==> src/rtl/turnless_pkg.sv <==
package turnless_pkg;

   typedef enum logic {
      ORD_LINEAR = 1'b0,
      ORD_XOR    = 1'b1
   } burst_ord_e;

   // low address bits for the n-th beat of a burst starting at start
   function automatic logic [1:0] burst_low(burst_ord_e ord, logic [1:0] start, logic [1:0] n);
      logic [1:0] r;
      case (ord)
         ORD_XOR: r = start ^ n;
         default: r = start + n;
      endcase
      return r;
   endfunction

endpackage

==> src/rtl/turnless_burst.sv <==
module turnless_burst
   import turnless_pkg::*;
#(
   parameter int ADDR_W = 6,
   parameter int BYTES  = 4
) (
   input  logic              clk,
   input  logic              rst_n,
   input  logic              cken,
   input  logic              adv_ld,
   input  logic              sel,
   input  logic              wr_req,
   input  logic [ADDR_W-1:0] addr_in,
   input  logic [BYTES-1:0]  be_in,
   input  logic              mode_in,
   output logic              s1_valid,
   output logic              s1_wr,
   output logic [ADDR_W-1:0] s1_addr,
   output logic [BYTES-1:0]  s1_be
);

   localparam int HI = ADDR_W - 1;

   if (ADDR_W < 3) begin : g_bad_addr
      $error("turnless_burst: ADDR_W must be at least 3");
   end

   logic              run_valid;
   logic              run_wr;
   logic [ADDR_W-1:0] run_base;
   logic [1:0]        run_cnt;
   burst_ord_e        run_ord;

   logic [1:0]        step_cnt;
   logic              nxt_valid;
   logic              nxt_wr;
   logic [ADDR_W-1:0] nxt_addr;

   assign step_cnt = run_cnt + 2'd1;

   always_comb begin
      if (!adv_ld) begin
         nxt_valid = sel;
         nxt_wr    = wr_req;
         nxt_addr  = addr_in;
      end else begin
         nxt_valid = run_valid;
         nxt_wr    = run_wr;
         nxt_addr  = {run_base[HI:2], burst_low(run_ord, run_base[1:0], step_cnt)};
      end
   end

   always_ff @(posedge clk or negedge rst_n) begin
      if (!rst_n) begin
         run_valid <= 1'b0;
         run_wr    <= 1'b0;
         run_base  <= '0;
         run_cnt   <= 2'd0;
         run_ord   <= ORD_LINEAR;
         s1_valid  <= 1'b0;
         s1_wr     <= 1'b0;
         s1_addr   <= '0;
         s1_be     <= '0;
      end else if (cken) begin
         if (!adv_ld) begin
            run_valid <= sel;
            run_wr    <= wr_req;
            run_base  <= addr_in;
            run_cnt   <= 2'd0;
            run_ord   <= burst_ord_e'(mode_in);
         end else begin
            run_cnt   <= step_cnt;
         end
         s1_valid <= nxt_valid;
         s1_wr    <= nxt_wr;
         s1_addr  <= nxt_addr;
         s1_be    <= be_in;
      end
   end

   // a load without all three enables issues nothing
   a_r8_deselect_empty: assert property (@(posedge clk) disable iff (!rst_n)
      (cken && !adv_ld && !sel) |=> !s1_valid);

   // an advance keeps the upper bits of the issued address
   a_r10_high_bits_kept: assert property (@(posedge clk) disable iff (!rst_n)
      (cken && adv_ld && run_valid) |=> (s1_addr[HI:2] == $past(s1_addr[HI:2])));

   // in linear order each advance steps the previous issued low bits by one
   a_r11_linear_step: assert property (@(posedge clk) disable iff (!rst_n)
      (cken && adv_ld && run_valid && run_ord == ORD_LINEAR)
      |=> (s1_addr[1:0] == $past(s1_addr[1:0]) + 2'd1));

endmodule

==> src/rtl/turnless_array.sv <==
module turnless_array #(
   parameter int ADDR_W = 6,
   parameter int BYTES  = 4,
   parameter int BYTE_W = 8
) (
   input  logic                      clk,
   input  logic                      cken,
   input  logic                      wr_en,
   input  logic [ADDR_W-1:0]         waddr,
   input  logic [BYTES-1:0]          wbe,
   input  logic [BYTES*BYTE_W-1:0]   wdata,
   input  logic [ADDR_W-1:0]         raddr,
   output logic [BYTES*BYTE_W-1:0]   rdata
);

   localparam int DEPTH = 1 << ADDR_W;

   if (DEPTH * BYTES > 4096) begin : g_bad_size
      $error("turnless_array: array too large for this model");
   end

   for (genvar g = 0; g < BYTES; g++) begin : g_lane
      logic [BYTE_W-1:0] cells [DEPTH];

      always_ff @(posedge clk) begin
         if (cken && wr_en && wbe[g])
            cells[waddr] <= wdata[g*BYTE_W +: BYTE_W];
      end

      assign rdata[g*BYTE_W +: BYTE_W] = cells[raddr];
   end

endmodule

==> src/rtl/turnless_wrbuf.sv <==
module turnless_wrbuf #(
   parameter int ADDR_W = 6,
   parameter int BYTES  = 4,
   parameter int BYTE_W = 8
) (
   input  logic                      clk,
   input  logic                      rst_n,
   input  logic                      cken,
   input  logic                      s1_valid,
   input  logic                      s1_wr,
   input  logic [ADDR_W-1:0]         s1_addr,
   input  logic [BYTES-1:0]          s1_be,
   input  logic [BYTES*BYTE_W-1:0]   din,
   input  logic [BYTES*BYTE_W-1:0]   mem_rd,
   output logic                      cm_valid,
   output logic [ADDR_W-1:0]         cm_addr,
   output logic [BYTES-1:0]          cm_be,
   output logic [BYTES*BYTE_W-1:0]   cm_data,
   output logic [BYTES*BYTE_W-1:0]   fwd_word,
   output logic                      slot_wr
);

   localparam int DATA_W = BYTES * BYTE_W;

   // stage 2: write waiting for its data on the bus
   logic              s2_v;
   logic [ADDR_W-1:0] s2_addr;
   logic [BYTES-1:0]  s2_be;
   // stage 3: write holding its data, stored at the next active edge
   logic              s3_v;
   logic [ADDR_W-1:0] s3_addr;
   logic [BYTES-1:0]  s3_be;
   logic [DATA_W-1:0] s3_data;

   always_ff @(posedge clk or negedge rst_n) begin
      if (!rst_n) begin
         s2_v    <= 1'b0;
         s2_addr <= '0;
         s2_be   <= '0;
         s3_v    <= 1'b0;
         s3_addr <= '0;
         s3_be   <= '0;
         s3_data <= '0;
      end else if (cken) begin
         s2_v    <= s1_valid & s1_wr;
         s2_addr <= s1_addr;
         s2_be   <= s1_be;
         s3_v    <= s2_v;
         s3_addr <= s2_addr;
         s3_be   <= s2_be;
         s3_data <= din;
      end
   end

   logic hit2, hit3;
   assign hit2 = s2_v && (s2_addr == s1_addr);
   assign hit3 = s3_v && (s3_addr == s1_addr);

   // per lane: younger pending write first, then older, then the array
   for (genvar g = 0; g < BYTES; g++) begin : g_merge
      always_comb begin
         if (hit2 && s2_be[g])
            fwd_word[g*BYTE_W +: BYTE_W] = din[g*BYTE_W +: BYTE_W];
         else if (hit3 && s3_be[g])
            fwd_word[g*BYTE_W +: BYTE_W] = s3_data[g*BYTE_W +: BYTE_W];
         else
            fwd_word[g*BYTE_W +: BYTE_W] = mem_rd[g*BYTE_W +: BYTE_W];
      end
   end

   assign cm_valid = s3_v;
   assign cm_addr  = s3_addr;
   assign cm_be    = s3_be;
   assign cm_data  = s3_data;
   assign slot_wr  = s2_v;

endmodule

==> src/rtl/turnless_sram.sv <==
module turnless_sram #(
   parameter int ADDR_W = 6,
   parameter int BYTES  = 4,
   parameter int BYTE_W = 8
) (
   input  logic                      clk,
   input  logic                      rst_n,
   input  logic                      cen_n,
   input  logic                      en0_n,
   input  logic                      en1,
   input  logic                      en2_n,
   input  logic                      we_n,
   input  logic [BYTES-1:0]          bw_n,
   input  logic                      adv_ld,
   input  logic                      mode,
   input  logic [ADDR_W-1:0]         addr,
   input  logic                      oe_n,
   input  logic [BYTES*BYTE_W-1:0]   dq_in,
   output logic [BYTES*BYTE_W-1:0]   dq_out,
   output logic                      dq_oe
);

   localparam int DATA_W = BYTES * BYTE_W;

   if (BYTES < 1 || BYTE_W < 1) begin : g_bad_lanes
      $error("turnless_sram: BYTES and BYTE_W must be positive");
   end

   logic cken, sel;
   assign cken = ~cen_n;
   assign sel  = ~en0_n & en1 & ~en2_n;

   logic              s1_valid, s1_wr;
   logic [ADDR_W-1:0] s1_addr;
   logic [BYTES-1:0]  s1_be;

   turnless_burst #(.ADDR_W(ADDR_W), .BYTES(BYTES)) u_burst (
      .clk      (clk),
      .rst_n    (rst_n),
      .cken     (cken),
      .adv_ld   (adv_ld),
      .sel      (sel),
      .wr_req   (~we_n),
      .addr_in  (addr),
      .be_in    (~bw_n),
      .mode_in  (mode),
      .s1_valid (s1_valid),
      .s1_wr    (s1_wr),
      .s1_addr  (s1_addr),
      .s1_be    (s1_be)
   );

   logic              cm_valid;
   logic [ADDR_W-1:0] cm_addr;
   logic [BYTES-1:0]  cm_be;
   logic [DATA_W-1:0] cm_data;
   logic [DATA_W-1:0] mem_rd;
   logic [DATA_W-1:0] fwd_word;
   logic              slot_wr;

   turnless_wrbuf #(.ADDR_W(ADDR_W), .BYTES(BYTES), .BYTE_W(BYTE_W)) u_wrbuf (
      .clk      (clk),
      .rst_n    (rst_n),
      .cken     (cken),
      .s1_valid (s1_valid),
      .s1_wr    (s1_wr),
      .s1_addr  (s1_addr),
      .s1_be    (s1_be),
      .din      (dq_in),
      .mem_rd   (mem_rd),
      .cm_valid (cm_valid),
      .cm_addr  (cm_addr),
      .cm_be    (cm_be),
      .cm_data  (cm_data),
      .fwd_word (fwd_word),
      .slot_wr  (slot_wr)
   );

   turnless_array #(.ADDR_W(ADDR_W), .BYTES(BYTES), .BYTE_W(BYTE_W)) u_array (
      .clk   (clk),
      .cken  (cken),
      .wr_en (cm_valid),
      .waddr (cm_addr),
      .wbe   (cm_be),
      .wdata (cm_data),
      .raddr (s1_addr),
      .rdata (mem_rd)
   );

   logic              rd_valid_q;
   logic [DATA_W-1:0] dout_q;

   always_ff @(posedge clk or negedge rst_n) begin
      if (!rst_n) begin
         rd_valid_q <= 1'b0;
         dout_q     <= '0;
      end else if (cken) begin
         rd_valid_q <= s1_valid & ~s1_wr;
         if (s1_valid && !s1_wr)
            dout_q <= fwd_word;
      end
   end

   assign dq_out = dout_q;
   assign dq_oe  = rd_valid_q & ~oe_n;

   // a read slot and a write data slot never coincide on the bus
   a_r6_one_driver: assert property (@(posedge clk) disable iff (!rst_n)
      !(rd_valid_q && slot_wr));

   // a suspended edge leaves the output register untouched
   a_r9_hold: assert property (@(posedge clk) disable iff (!rst_n)
      (!cken) |=> ($stable(dout_q) && $stable(rd_valid_q)));

endmodule

==> config.mk <==
export PLATFORM = sky130hd
export DESIGN_NAME = turnless_sram
export DESIGN_NICKNAME = d
export VERILOG_FILES = /design/src/rtl/turnless_pkg.sv /design/src/rtl/turnless_burst.sv /design/src/rtl/turnless_array.sv /design/src/rtl/turnless_wrbuf.sv /design/src/rtl/turnless_sram.sv
export SDC_FILE = /design/constraint.sdc
export NUM_CORES = 2
export LEC_CHECK = 0
export CAP_MARGIN = 10
export CORE_UTILIZATION = 30
export CTS_CLUSTER_SIZE = 16
export DETAILED_ROUTE_END_ITERATION = 8
export PLACE_DENSITY_LB_ADDON = 0.2
export SYNTH_ARGS = -nofsm -noshare
export SYNTH_HDL_FRONTEND = slang
export SYNTH_HIERARCHICAL = 1
export SYNTH_SLANG_ARGS = --single-unit
==> constraint.sdc <==
create_clock -name clk -period 8.05 [get_ports clk]
set_input_delay 1.2075 -clock clk [delete_from_list [all_inputs] [get_ports clk]]
set_output_delay 1.2075 -clock clk [all_outputs]
set_load 0.05 [all_outputs]
Word level (Yosys, flattened, before mapping)
Memory sizes are Yosys's and may differ from the RTL's.
Index checks and enable logic that the tools add are counted.
{ "classes": {"add_sub_neg": 2, "eq_ne": 2, "n_mux": 20, "n_bitwise": 14, "reduce_logical": 19} }
{ "ops": {"columns": ["cell", "n"], "rows": [
  ["8-bit 2-to-1 mux", 8],
  ["1-bit logical AND", 16],
  ["6-bit == test", 2],
  ["1-bit 2-to-1 mux", 9],
  ["1-bit inverter", 7],
  ["6-bit 2-to-1 mux", 1],
  ["1-bit AND", 5],
  ["2-bit 2-to-1 mux", 2],
  ["4-bit inverter", 1],
  ["2-bit AND reduction", 2],
  ["2-bit by 1-bit adder with 2-bit output (second input constant)", 1],
  ["2-bit adder", 1],
  ["2-bit XOR", 1],
  ["1-bit zero test", 1]
]} }
{ "totals": {"reg_bits": 108, "mem_bits_rw": 2048, "in_bits": 52, "word_cells": 77, "n_memories": 4} }
{ "memory_table": {"columns": ["memory", "depth", "word_bits", "rd", "rd_ports_with_merged_regs", "write_ports", "line", "text"], "rows": [
  ["u_array.g_lane[0].cells", 64, 8, 1, 0, 1, "turnless_array.sv:23", "logic [BYTE_W-1:0] cells [DEPTH];"],
  ["u_array.g_lane[1].cells", 64, 8, 1, 0, 1, "turnless_array.sv:23", null],
  ["u_array.g_lane[2].cells", 64, 8, 1, 0, 1, "turnless_array.sv:23", null],
  ["u_array.g_lane[3].cells", 64, 8, 1, 0, 1, "turnless_array.sv:23", null]
]} }

Longest topological paths before layout
{ "depth": {"depth_word": 5, "mapped_depth": 13} }

By module
The synthesis kept the hierarchy.
{ "modules_own_cells": {"columns": ["module", "n_inst", "cells_per_inst", "area_per_inst_um2", "seq_area_each_um2"], "rows": [
  ["turnless_array", 1, 3645, 78924.4, 61499.0],
  ["turnless_wrbuf", 1, 319, 3201.8, 1351.3],
  ["turnless_sram", 1, 78, 1282.5, 825.8],
  ["turnless_burst", 1, 69, 927.1, 525.5]
]} }

Least setup slack after synthesis
OpenSTA, ideal clock, no wires.
{ "synth_path": {"path_kind": "input to output", "from": "input oe_n", "to": "output dq_oe", "t_arrival_ns": 1.897, "t_required_ns": 6.843, "slack_ns": 4.946, "stages": 1, "path_buffers": 0, "path_cell_list": "nor2b_1"} }
{ "synth_between": {"elab_chain_len": 2} }
{ "synth_rtl": {"columns": ["item", "line", "text"], "rows": [
  ["start: declaration", "turnless_sram.sv:17", "input logic oe_n,"],
  ["1-bit inverter", "turnless_sram.sv:105", "assign dq_oe = rd_valid_q & ~oe_n;"],
  ["1-bit AND", "turnless_sram.sv:105", null],
  ["end: declaration", "turnless_sram.sv:20", "output logic dq_oe"]
]} }
No other way between the ends.

Worst setup path in the final report
{ "layout_path": {"from": "register u_burst.s1_addr[0]", "to": "register dout_q[4], in the netlist dq_out[4]"} }
{ "layout_lines": {"columns": ["item", "line", "text"], "rows": [
  ["start: declaration", "turnless_burst.sv:18", "output logic [ADDR_W-1:0] s1_addr,"],
  ["start signal: assignment", "turnless_burst.sv:76", "s1_addr <= nxt_addr;"],
  ["memory read 64 x 8 bit", null, null],
  ["named net mem_rd[4]", "turnless_sram.sv:57", "logic [DATA_W-1:0] mem_rd;"],
  ["8-bit 2-to-1 mux", "turnless_wrbuf.sv:64", "else if (hit3 && s3_be[g])"],
  ["8-bit 2-to-1 mux", "turnless_wrbuf.sv:62", "if (hit2 && s2_be[g])"],
  ["named net fwd_word[4]", "turnless_sram.sv:58", "logic [DATA_W-1:0] fwd_word;"],
  ["end signal: assignment", "turnless_sram.sv:100", "dout_q <= fwd_word;"],
  ["end: declaration", "turnless_sram.sv:91", "logic [DATA_W-1:0] dout_q;"]
]} }
The timed path passes the listed nets, and every way through them passes these cells.
A chain may end at the register's enable or synchronous reset.

==> flow_summary_export.csv <==
group,metric,value,unit
setup_path,critical_path_arrival,5.41,ns
cts,postCtsSetupRepairBufs,0,
logic_synthesis,synth-main-ff-cell,"edfxtp_1",
floorplan,die_w,532,um
sta,fmax,215,MHz
route,dr.pass1.iters,6,
sta,final_max_slew_viol_count,0,
placed_design,place_area,89600,um^2
route,wl,263,mm
power,clkPwrFrac,37.0,%
route,vias_per_cell,5.26,
setup_path,cp.required,8.80,ns
sta,final.period_utilization,57.9,%
power,internal-power,20100,uW
logic_synthesis,synth-async-reset-ratio,5.01,%
power,pwr_density_cell,286,nW/um^2
setup_path,crit_path_start_kind,"flop",
logic_synthesis,synth_fp_nets,4164,
sta,finalSetupTns,0,ns
cts,clock_sinks,2156,
global_routing,antenna_found_initial,20,
floorplan,die-height,532,um
setup_path,path_max_fanout,61,
global_routing,grt_pass1_wl,361,mm
setup_path,worst-setup-path-type,"reg2reg",
cts,clkTransAtPathRegs,0.06,ns
logic_synthesis,synth_edf_count,2048,
placed_design,dpl.hpwl,161,mm
setup_path,crit_path_frequent_cell,"buf_12",
global_routing,grt_use_total,18.3,%
logic_synthesis,yosysSeqAreaShare,76.1,%
cts,numCtsBuffers,217,
power,combPwrFrac,16.4,%
cts,cts_buffer_depth,3,
logic_synthesis,ys_types,57,
sta,slew_headroom,11.2,%
cts,cts_resized,0,
setup_path,end_kind,"flop",
logic_synthesis,syn_area,84300,um^2
flow_run,maxCapViolations,0,
setup_path,max_stage_delay,0.91,ns
cts,cts_max_level,4,
power,ir_worst_vdd,199,uV
placed_design,place_ws,3.43,ns
floorplan,io-pin-count,85,
route,vias,43100,
final_layout,final_nets,4304,
sta,rsz0062_at_grt,"false",
sta,finalClockSkew,0.0284,ns
sta,tightest_slew,1.33,ns
sta,setup_ws,3.39,ns
floorplan,dieArea,283000,um^2
logic_synthesis,yosys.area.top_type,"edfxtp_1",
power,seq_power_share,46.6,%
logic_synthesis,syn_inst,4111,
cts,cts-root-buf,"clkbuf_16",
placed_design,io_buffers,84,
logic_synthesis,ys_top_cells_by_area,"edfxtp_1 (73%), mux4_2 (14%), dfrtp_1 (3.2%), nor2_1 (1.4%), mux2_2 (1.4%)",
sta,setup_viol,0,
logic_synthesis,syn_area_per_cell,20.5,um^2
sta,hold_violations,0,
route,first_iter_violations,4770,
final_layout,syn_to_final_growth,14.7,%
cts,tritoncts,"done",
cts,insertion_delay,0.87,ns
route,ant_nets,0,
power,switchingPower,7580,uW
floorplan,start_util,30.2,%
setup_path,critPathTopFamily,"compound AO/OA/AOI/OAI gates",
outcome,status,"finished clean",
setup_path,worstPathCellList,"buf_12 > buf_12 > mux4_2 > and2_1 > a2111oi_0 > o32ai_1 > and3_1 > o31ai_1 > a21oi_1 > mux2_2",
final_layout,drive_gt1_share,24.6,%
logic_synthesis,ys_ff_latch,2156,
floorplan,rows,194,
hold_path,hp-class,"in2async",
final_layout,design_area,96700,um^2
power,swShare,27.4,%
route,wire_per_inst,32.1,um
cts,cts_hold_buf,0,
global_routing,overflow,0,
logic_synthesis,yosysWarnings,6,
setup_path,path_buf_inv,2,
floorplan,core,279000,um^2
placed_design,place_congestion,0.814,
sta,period_minus_slack,4.66,ns
power,power_leakage,0.0297,uW
global_routing,grt_pass1_vias,43000,
global_routing,grt_max_degree,102,
logic_synthesis,synth_top_area_share,72.9,%
setup_path,cp_slowest_cell,"a2111oi_0",
route,drc,0,
## logic make-up (layout without fill, tap and decap cells)
kind of cell             Yosys count  count (layout)  share of synthesized area, %
AO/OA/AOI/OAI                    364             364                          2.88
XOR/XNOR                          14              14                         0.171
adder cells (fa/ha/maj)            1               1                        0.0148
buffers and inverters            276             600                          1.61
flip-flops                      2156            2156                          76.1
multiplexers                     708             708                          16.2
other                              0              27                             0
AND/OR/NAND/NOR                  592             592                          3.04
## cells in the mapped netlist (all sizes together), types with 4 or more instances
cell type,instances
edfxtp,2048
o221ai,31
clkbuf,128
o21ai,68
or4,4
or2,6
mux4,512
o31ai,32
and2,5
nor3b,8
and3,6
a21oi,64
o32a,8
xnor2,10
a221oi,54
nor2b,9
nand4,27
dfrtp,108
mux2,105
buf,134
nor3,41
inv,10
nand2b,9
a31oi,30
nand2,129
nor2,320
mux2i,91
o22ai,61
nand3,17
a211oi,6
clkinv,4
## power groups by stage
stage | registers, uW | logic, uW | clock network [uW]
CTS | 12900 | 4580 | 10400
global route | 12900 | 4740 | 10800
global placement | 13100 | 4560 | 0
detailed placement | 13100 | 4580 | 0
finish | 12900 | 4540 | 10200
floorplan | 13300 | 2400 | 0
## final cells by class
class,count,area (um^2)
repair buffers,183,1760
flip-flops and latches,2156,64300
fillers,26000,183000
multi-input cells,1679,18800
well taps,3724,4660
clock buffers,270,5690
inverters,14,53.8
diodes,27,67.6
clock inverters,133,1420
## placed cells by master, fill, tap and decap left out, drive strengths merged, types with 8 or more instances in the layout
cell type	synthesis	routed
nand3	17	17
nand2	129	129
o22ai	61	61
o21ai	68	68
bufinv	0	26
nor2b	9	9
mux2i	91	91
mux2	105	105
a221oi	54	54
a31oi	30	30
mux4	512	512
buf	134	100
nor3	41	41
clkinv	4	94
a21oi	64	64
nor2	320	320
clkdlybuf4s50	0	83
o31ai	32	32
o32a	8	8
o221ai	31	31
diode	0	27
xnor2	10	10
nand4	27	27
edfxtp	2048	2048
dfrtp	108	108
inv	10	20
clkbuf	128	270
nor3b	8	8
nand2b	9	9
## metal layers
| layer | global-route usage [%] | wire (um) |
|---|---|---|
| met1 | 25.0 | 110000 |
| met4 | 5.91 | 8940 |
| met5 | 0 | 54 |
| met2 | 28.4 | 121000 |
| met3 | 4.90 | 22100 |
## flip-flops by register name (all words and copies together), names as in the netlist
name	flops
u_burst/run_cnt	2
u_wrbuf/s2_addr	6
u_burst/run_wr	1
u_wrbuf/s2_be	4
u_burst/run_ord	1
u_wrbuf/cm_data	32
u_wrbuf/slot_wr	1
u_burst/run_valid	1
u_wrbuf/cm_valid	1
u_burst/s1_be	4
u_wrbuf/cm_be	4
dq_out	32
u_wrbuf/cm_addr	6
rd_valid_q	1
u_array/g_lane.cells	2048
u_burst/run_base	6
u_burst/s1_addr	6
## through the flow
| stage | util, % | hold slack [ns] | power, uW | std cells |
|---|---|---|---|---|
| global route | 34.6 | 0.452 | 28500 | 8160 |
| floorplan | - | 0.441 | 15700 | 4111 |
| finish | 34.6 | 0.431 | 27600 | 8186 |
| CTS | 34.6 | 0.403 | 27900 | 8159 |
| global placement | 32.0 | 0.457 | 17700 | 7753 |
| detailed placement | 32.1 | 0.462 | 17700 | 7756 |
## path summary, 6_finish.rpt
path / start / cells after the start / endpoint / slack [ns]
setup / recovery: u_burst/s1_addr[0] / 10 / dq_out[4] / 3.39
min in group clk: rd_valid_q / 1 / rd_valid_q / 0.47
max in group asynchronous: rst_n / 2 / u_burst/s1_addr[2] / 6.31
hold reg to reg: rd_valid_q / 1 / rd_valid_q / 0.47
hold / removal: rst_n / 1 / u_wrbuf/cm_data[26] / 0.43
setup reg to reg: u_burst/s1_addr[0] / 10 / dq_out[4] / 3.39
Note: power is estimated with default switching activity, not from simulation.
